<file path="config.mk">
export PLATFORM = sky130hd
export DESIGN_NAME = mem_guard
export DESIGN_NICKNAME = d
export VERILOG_FILES = /design/src/rtl/mg_pkg.sv /design/src/rtl/mg_datapath.sv /design/src/rtl/mg_control.sv /design/src/rtl/mem_guard.sv
export SDC_FILE = /design/constraint.sdc
export NUM_CORES = 1
export LEC_CHECK = 0
export ABC_AREA = 1
export CORE_ASPECT_RATIO = 1.1
export CORE_MARGIN = 2
export CORE_UTILIZATION = 56
export CTS_BUF_LIST = sky130_fd_sc_hd__clkbuf_16
export CTS_CLUSTER_SIZE = 25
export DETAILED_ROUTE_END_ITERATION = 16
export DONT_BUFFER_PORTS = 1
export HOLD_SLACK_MARGIN = 0.08
export PLACE_DENSITY_LB_ADDON = 0.3
export SYNTH_ARGS = -nofsm -noshare
export SYNTH_HDL_FRONTEND = slang
export SYNTH_HIERARCHICAL = 1
export SYNTH_SLANG_ARGS = --single-unit
</file>
<file path="constraint.sdc">
create_clock -name clk -period 1.6 [get_ports clk]
set_input_delay 0 -clock clk [delete_from_list [all_inputs] [get_ports clk]]
set_output_delay 0 -clock clk [all_outputs]
set_load 0.05 [all_outputs]
</file>
<file path="src/rtl/mg_pkg.sv">
package mg_pkg;
  // strobes from control to datapath
  typedef struct packed {
    logic maskLoad;  // commit a new mask this edge
    logic wrPass;    // store may reach memory
    logic rdPass;    // load data may reach the core
  } guardStrobes_t;
endpackage

</file>
<file path="src/rtl/mg_datapath.sv">
module mg_datapath
  import mg_pkg::*;
#(
  parameter int ADDR_W      = 16,
  parameter int DATA_W      = 16,
  parameter int REGION_BITS = 4,
  parameter int IO_BASE     = 'hFE00
) (
  input  logic                          clk,
  input  logic                          rst_n,
  input  logic [ADDR_W-1:0]             accAddr,
  input  logic [(1<<REGION_BITS)-1:0]   maskWrData,
  input  logic [DATA_W-1:0]             rdDataIn,
  input  guardStrobes_t                 strobes,
  output logic                          regionOpen,
  output logic                          ioHit,
  output logic                          memWrEn,
  output logic [DATA_W-1:0]             rdDataOut
);
  localparam int NUM_REGIONS = 1 << REGION_BITS;
  localparam logic [ADDR_W-1:0] IO_LO = ADDR_W'(IO_BASE);

  logic [NUM_REGIONS-1:0] protMask;
  logic [NUM_REGIONS-1:0] regionHit;
  logic [REGION_BITS-1:0] regionIdx;

  always_ff @(posedge clk) begin
    if (!rst_n)
      protMask <= '0;
    else if (strobes.maskLoad)
      protMask <= maskWrData;
  end

  assign regionIdx = accAddr[ADDR_W-1 -: REGION_BITS];

  // one-hot region decode
  for (genvar g = 0; g < NUM_REGIONS; g++) begin : g_region
    assign regionHit[g] = (regionIdx == REGION_BITS'(g));
  end

  assign regionOpen = |(regionHit & protMask);
  assign ioHit      = (accAddr >= IO_LO);

  assign memWrEn   = strobes.wrPass;
  assign rdDataOut = strobes.rdPass ? rdDataIn : '0;
endmodule

</file>
<file path="src/rtl/mg_control.sv">
module mg_control
  import mg_pkg::*;
(
  input  logic          accValid,
  input  logic          accWrite,
  input  logic          privMode,
  input  logic          maskWrEn,
  input  logic          regionOpen,
  input  logic          ioHit,
  output guardStrobes_t strobes,
  output logic          accFault
);
  logic accDeny;
  logic cfgDeny;

  always_comb begin
    accDeny  = accValid && !privMode && (!regionOpen || ioHit);
    cfgDeny  = maskWrEn && !privMode;
    accFault = accDeny || cfgDeny;
    strobes.maskLoad = maskWrEn && privMode;
    strobes.wrPass   = accValid && accWrite  && !accFault;
    strobes.rdPass   = accValid && !accWrite && !accFault;
  end
endmodule

</file>
<file path="src/rtl/mem_guard.sv">
module mem_guard
  import mg_pkg::*;
#(
  parameter int ADDR_W      = 16,
  parameter int DATA_W      = 16,
  parameter int REGION_BITS = 4,
  parameter int IO_BASE     = 'hFE00
) (
  input  logic                        clk,
  input  logic                        rst_n,
  input  logic                        accValid,
  input  logic                        accWrite,
  input  logic [ADDR_W-1:0]           accAddr,
  input  logic                        privMode,
  input  logic                        maskWrEn,
  input  logic [(1<<REGION_BITS)-1:0] maskWrData,
  input  logic [DATA_W-1:0]           rdDataIn,
  output logic                        memWrEn,
  output logic [DATA_W-1:0]           rdDataOut,
  output logic                        accFault
);
  guardStrobes_t strobes;
  logic          regionOpen;
  logic          ioHit;

  mg_control u_ctrl (
    .accValid  (accValid),
    .accWrite  (accWrite),
    .privMode  (privMode),
    .maskWrEn  (maskWrEn),
    .regionOpen(regionOpen),
    .ioHit     (ioHit),
    .strobes   (strobes),
    .accFault  (accFault)
  );

  mg_datapath #(
    .ADDR_W(ADDR_W), .DATA_W(DATA_W),
    .REGION_BITS(REGION_BITS), .IO_BASE(IO_BASE)
  ) u_dp (
    .clk       (clk),
    .rst_n     (rst_n),
    .accAddr   (accAddr),
    .maskWrData(maskWrData),
    .rdDataIn  (rdDataIn),
    .strobes   (strobes),
    .regionOpen(regionOpen),
    .ioHit     (ioHit),
    .memWrEn   (memWrEn),
    .rdDataOut (rdDataOut)
  );
endmodule

</file>
==> Flow_metrics.wiki, run 1 <==
{| class="wikitable"
! Metric !! Value
|-
| First logged error message || [ERROR DPL-0033] detailed placement checks failed during check placement.
|-
| I/O pin count || 72
|-
| CTS H-Tree Depth || 1
|-
| Mapped Area || 958.4 sq um
|-
| Initial antenna violation count || 0
|-
| Distinct cell type count after synthesis || 16
|-
| Count of placed standard cells including taps || 183
|-
| Initial Utilization || 0.6008
|-
| Final weighted congestion in routability-driven placement || 0.7994
|-
| Worst ep type || top-level output
|-
| Step where the flow halted || global routing
|-
| Pin count of the biggest net entering global routing || 18
|-
| Syn Nets || 219
|-
| Die span in y || 47.39 um
|-
| Number of clock sinks seen by CTS || 16
|-
| Number of synthesized register bits || 16
|-
| Total half-perimeter wirelength after legalization and detailed placement || 1840 um
|-
| Number of buffers inserted during clock tree synthesis || 3
|-
| Root buffer cell || clkbuf_16
|-
| Sequential-to-total area share from yosys stat || 0.3342
|-
| Horizontal die dimension || 43.45 um
|-
| Worst_ep grt || rdDataOut[12]
|-
| Count of input and output buffers || 0
|-
| Cell Area, Placed || 1142 sq um
|-
| Post-CTS repair timing setup buffer count || 0
|-
| Row Count || 15
|-
| Maximum buffer depth of the clock tree || 2
|-
| Avg Cell Area, Syn || 5.809 sq um
|-
| Result of the run || stopped before the end
|-
| Post-synthesis instance total || 165
|-
| Number of synthesis warnings || 6
|}
==> through the flow <==
step                setup WS [ns]    util  hold slack (ns)
CTS                       -0.1217  0.9318           0.2181
global placement           0.1070  0.7161           0.1374
floorplan               -0.004937       -           0.1349
detailed placement        0.04568  0.7161           0.1431
==> synthesized netlist by cell type <==
library cell,instances,share of area
clkbuf_1,2,0.0078
inv_2,1,0.0039
inv_6,1,0.0091
inv_4,1,0.0065
buf_2,3,0.016
nand3_1,13,0.068
inv_1,22,0.086
o21ai_0,16,0.084
nor2_1,45,0.18
nor4_1,1,0.0065
or2_0,1,0.0065
buf_4,1,0.0078
dfxtp_1,16,0.33
buf_6,2,0.023
nand2_1,39,0.15
nor2_4,1,0.012
==> what timing repair did <==
| action | in CTS |
|---|---|
| hold buffers | 17 |
| resized for setup | 30 |
| gates cloned | 1 |
| endpoints found under the setup margin | 17 |
| endpoints found under the hold margin | 16 |
| pin swaps | 3 |
==> cell families after synthesis <==
logic type | synth area share
AO/OA/AOI/OAI | 0.08355
buffers and inverters | 0.1606
flip-flops | 0.3342
AND/OR/NAND/NOR | 0.4217
==> run 2: changes to the inputs <==
--- a/config.mk
+++ b/config.mk
@@ -6,15 +6,11 @@
 export NUM_CORES = 1
 export LEC_CHECK = 0
 export ABC_AREA = 1
-export CORE_ASPECT_RATIO = 1.1
-export CORE_MARGIN = 2
-export CORE_UTILIZATION = 56
-export CTS_BUF_LIST = sky130_fd_sc_hd__clkbuf_16
-export CTS_CLUSTER_SIZE = 25
+export CORE_AREA = 2 2 63 65
 export DETAILED_ROUTE_END_ITERATION = 16
+export DIE_AREA = 0 0 65 67
 export DONT_BUFFER_PORTS = 1
-export HOLD_SLACK_MARGIN = 0.08
-export PLACE_DENSITY_LB_ADDON = 0.3
+export PLACE_DENSITY_LB_ADDON = 0.15
 export SYNTH_ARGS = -nofsm -noshare
 export SYNTH_HDL_FRONTEND = slang
 export SYNTH_HIERARCHICAL = 1
==> run 2 against run 1 <==
Net effect: the flow now finishes, with violations (negative setup slack); area after synthesis stayed put; synthesized cell count stayed put.
==> Flow_metrics.wiki, run 2 <==
{| class="wikitable"
! Metric !! Value
|-
| Result of the run || complete, but fails checks
|-
| Violated checks || negative setup slack
|-
| Cell Pwr Density || 632.6 nW/um^2
|-
| Total half-perimeter wirelength after legalization and detailed placement || 1993 um
|-
| Worst relative slew slack || 0.7161
|-
| Count of placed standard cells including taps || 215
|-
| I/O pin count || 72
|-
| Initial Utilization || 0.2658
|-
| Dominant cell by count in the synthesized netlist || nor2_1
|-
| RSZ-0062 raised after global routing || yes
|-
| Number of synthesized register bits || 16
|-
| Count of input and output buffers || 0
|-
| Leading post-synthesis cells by instance count || 45 x nor2_1, 39 x nand2_1, 22 x inv_1
|-
| Drc violations || 0
|-
| Worst-Skew Late Latency || 0.24 ns
|-
| Leading cell types in the layout, fill and taps excluded || 42 x nor2_1, 17 x nand2_1, 17 x dlygate4sd3_1, 16 x o21ai_0, 15 x nand2_4
|-
| Cell type with the largest total area after synthesis || dfxtp_1
|-
| Vias || 1053
|-
| Largest reg by FF count || u_dp/protMask
|-
| Clock tree from TritonCTS || done
|-
| Minimum hold slack || 0.1869 ns
|-
| Layout Utilization || 0.4518
|-
| Switch share || 0.2987
|-
| Gate power share || 0.291
|-
| Mapped Area || 958.4 sq um
|-
| Horizontal die dimension || 65 um
|-
| Final Cycle Share || 1.089
|-
| Number of flops mapped to enable cells by yosys || 0
|-
| Initial antenna violation count || 0
|-
| Max reg flops || 16
|-
| Largest fanout on the critical path || 8
|-
| Number of synthesis warnings || 6
|-
| Detail-routed via count per cell || 4.443
|-
| Final routed wire length divided by cell count || 11.05 um
|-
| Most used routing layer || met2
|-
| Kind of path behind the tightest hold check || primary input to flip-flop
|-
| Critical Setup Path Class || flip-flop to output port
|-
| Post-synth ARST share || 0
|-
| Fin nets || 245
|-
| Max capacitance violation total || 0
|-
| Critical path launch point type || flip-flop
|-
| Row Count || 22
|-
| Avg Cell Area, Syn || 5.809 sq um
|-
| Distinct cell type count after synthesis || 16
|-
| Area of the core region || 3606 sq um
|-
| Worst Clk Skew || 0 ns
|-
| IR drop worst, VDD || 455.4 uV
|-
| Pin count of the biggest net entering global routing || 17
|-
| Critical path data required time || 1.60 ns
|-
| Final antenna diode count || 0
|-
| Largest cells by area after synthesis || dfxtp_1 33%, nor2_1 18%, nand2_1 15%
|-
| Pin slew with the least headroom to its limit || 0.4245 ns
|-
| Number of buffers inserted during clock tree synthesis || 3
|-
| Met3 Usage GRT || 0.04223
|-
| Number of detailed-routing iterations run before antenna repair || 4
|-
| Kind of end point of the critical path || output port
|-
| Setup TNS Final || -1.900 ns
|-
| Sequential-to-total area share from yosys stat || 0.3342
|-
| Number of setup violations in the final report || 17
|-
| Top FF cell, synth || dfxtp_1
|-
| Area of all placed cells without fillers || 1629 sq um
|-
| Detail Route Antenna Nets || 0
|-
| Total die area || 4355 sq um
|-
| Share of cells above drive strength 1 || 0.4127
|-
| Proportion of netlist area held by the largest area contributor || 0.3342
|-
| Syn Nets || 219
|-
| Final Routed Wirelength || 2618 um
|-
| Pleak || 0.7537 nW
|-
| Power Internal || 0.7227 mW
|-
| Total global-route track usage || 0.1262
|-
| Area growth, synth to finish || 69.97%
|-
| Sequential Power Share || 0.431
|-
| Commonest non-fill, non-tap cell in the layout || nor2_1
|-
| CTS H-Tree Depth || 1
|-
| Switching power of the nets || 0.3078 mW
|-
| Worst Setup Slack post-DPL || 0.05481 ns
|-
| Clock power share || 0.278
|-
| Cell Area, Placed || 1201 sq um
|-
| Data arrival, critical path || 1.74 ns
|-
| Vias in the first global route || 947
|-
| CTS clk-pin slew, worst paths || 0.06 ns
|-
| Post-layout min period || 1.743 ns
|-
| Final-report max-slew violation count || 0
|-
| Highest clock frequency the design can meet || 573.8 MHz
|-
| Sequential cell area || 335.3 sq um
|-
| Global-route wire length before repair || 4284 um
|-
| Met1 capacity usage during global routing || 0.1498
|-
| Hold Vio Cnt, Final || 0
|-
| Setup slack of the most critical reg-to-reg path || 0.43 ns
|-
| Global route total overflow || 0
|-
| Biggest regs || u_dp/protMask: 16 flops
|-
| Die span in y || 67 um
|-
| Total area of multi-input combinational cells || 661.9 sq um
|-
| Final weighted congestion in routability-driven placement || 0.7110
|-
| Root buffer cell || clkbuf_8
|-
| Number of clock sinks seen by CTS || 16
|-
| Initial DRC Count || 23
|-
| Post-synthesis instance total || 165
|-
| Non-filler instance count after layout || 237
|-
| Final worst-path setup slack || -0.1427 ns
|-
| Maximum buffer depth of the clock tree || 2
|-
| Total power consumption of the routed design || 1.031 mW
|-
| Global Route met2 Usage || 0.2139
|-
| Filler cells || 362
|}
[run 2: cell counts after synthesis]
Identical to the previous run, type by type.
[run 2: cell families after synthesis]
family / after synthesis / share of synthesized area
compound gates: 16 / 0.08355
buf+inv: 33 / 0.1606
simple gates: 100 / 0.4217
flops: 16 / 0.3342
[run 2: path summary, 6_finish.rpt]
path / startpoint / endpoint / cells past startpoint
setup / recovery: u_dp/protMask[14]$_SDFFE_PN0P_ / rdDataOut[5] / 13
hold / removal: maskWrEn / u_dp/protMask[2]$_SDFFE_PN0P_ / 5
hold reg to reg: u_dp/protMask[3]$_SDFFE_PN0P_ / u_dp/protMask[3]$_SDFFE_PN0P_ / 2
setup reg to reg: u_dp/protMask[10]$_SDFFE_PN0P_ / u_dp/protMask[10]$_SDFFE_PN0P_ / 3
[run 2: power by group through the flow]
| stage | Sequential (mW) | Clock, mW | Combinational [mW] |
|---|---|---|---|
| 6_report | 0.444 | 0.287 | 0.300 |
| 5_1_grt | 0.447 | 0.316 | 0.328 |
| 4_1_cts | 0.442 | 0.297 | 0.272 |
| 3_5_place_dp | 0.447 | 0 | 0.217 |
| 3_3_place_gp | 0.446 | 0 | 0.215 |
| 2_1_floorplan | 0.442 | 0 | 0.184 |
[run 2: worst max-delay path, stage by stage, from the launching register on]
cell	delay, ns
dfxtp_1	0.31
nand3_1	0.07
nand2_1	0.05
nor2_1	0.12
nor2_1	0.05
nor2_1	0.09
nand2_1	0.07
nand2_2	0.07
nand2_2	0.06
nand2_4	0.07
nor2_4	0.05
clkbuf_16	0.18
nand2_4	0.08
clkinvlp_4	0.23
[run 2: timing repair]
action | 4_1_cts | 5_1_grt
hold buffers | 17 | 0
resized for setup | 24 | 39
endpoints found under the setup margin | 17 | 17
gates cloned | 1 | 0
hold endpoints to repair | 16 | 0
setup buffers | 0 | 1
pin swaps | 5 | 13
[run 2: routing by layer]
metal	vias to the layer above	share of wire	routed length [um]
met1	458	0.41	1063
met4	0	0.0038	10
met2	48	0.47	1229
li1	545	-	-
met3	2	0.12	314
met5	-	0	0
[run 2: area by class of cell]
| cell class | instances | share of cell area |
|---|---|---|
| Multi-Input combinational cell | 116 | 0.4063 |
| Tap cell | 48 | 0.03687 |
| Sequential cell | 16 | 0.2058 |
| Inverter | 25 | 0.09140 |
| Timing Repair Buffer | 29 | 0.2343 |
| Clock buffer | 3 | 0.02535 |
Note: power is estimated with default switching activity, not from simulation.
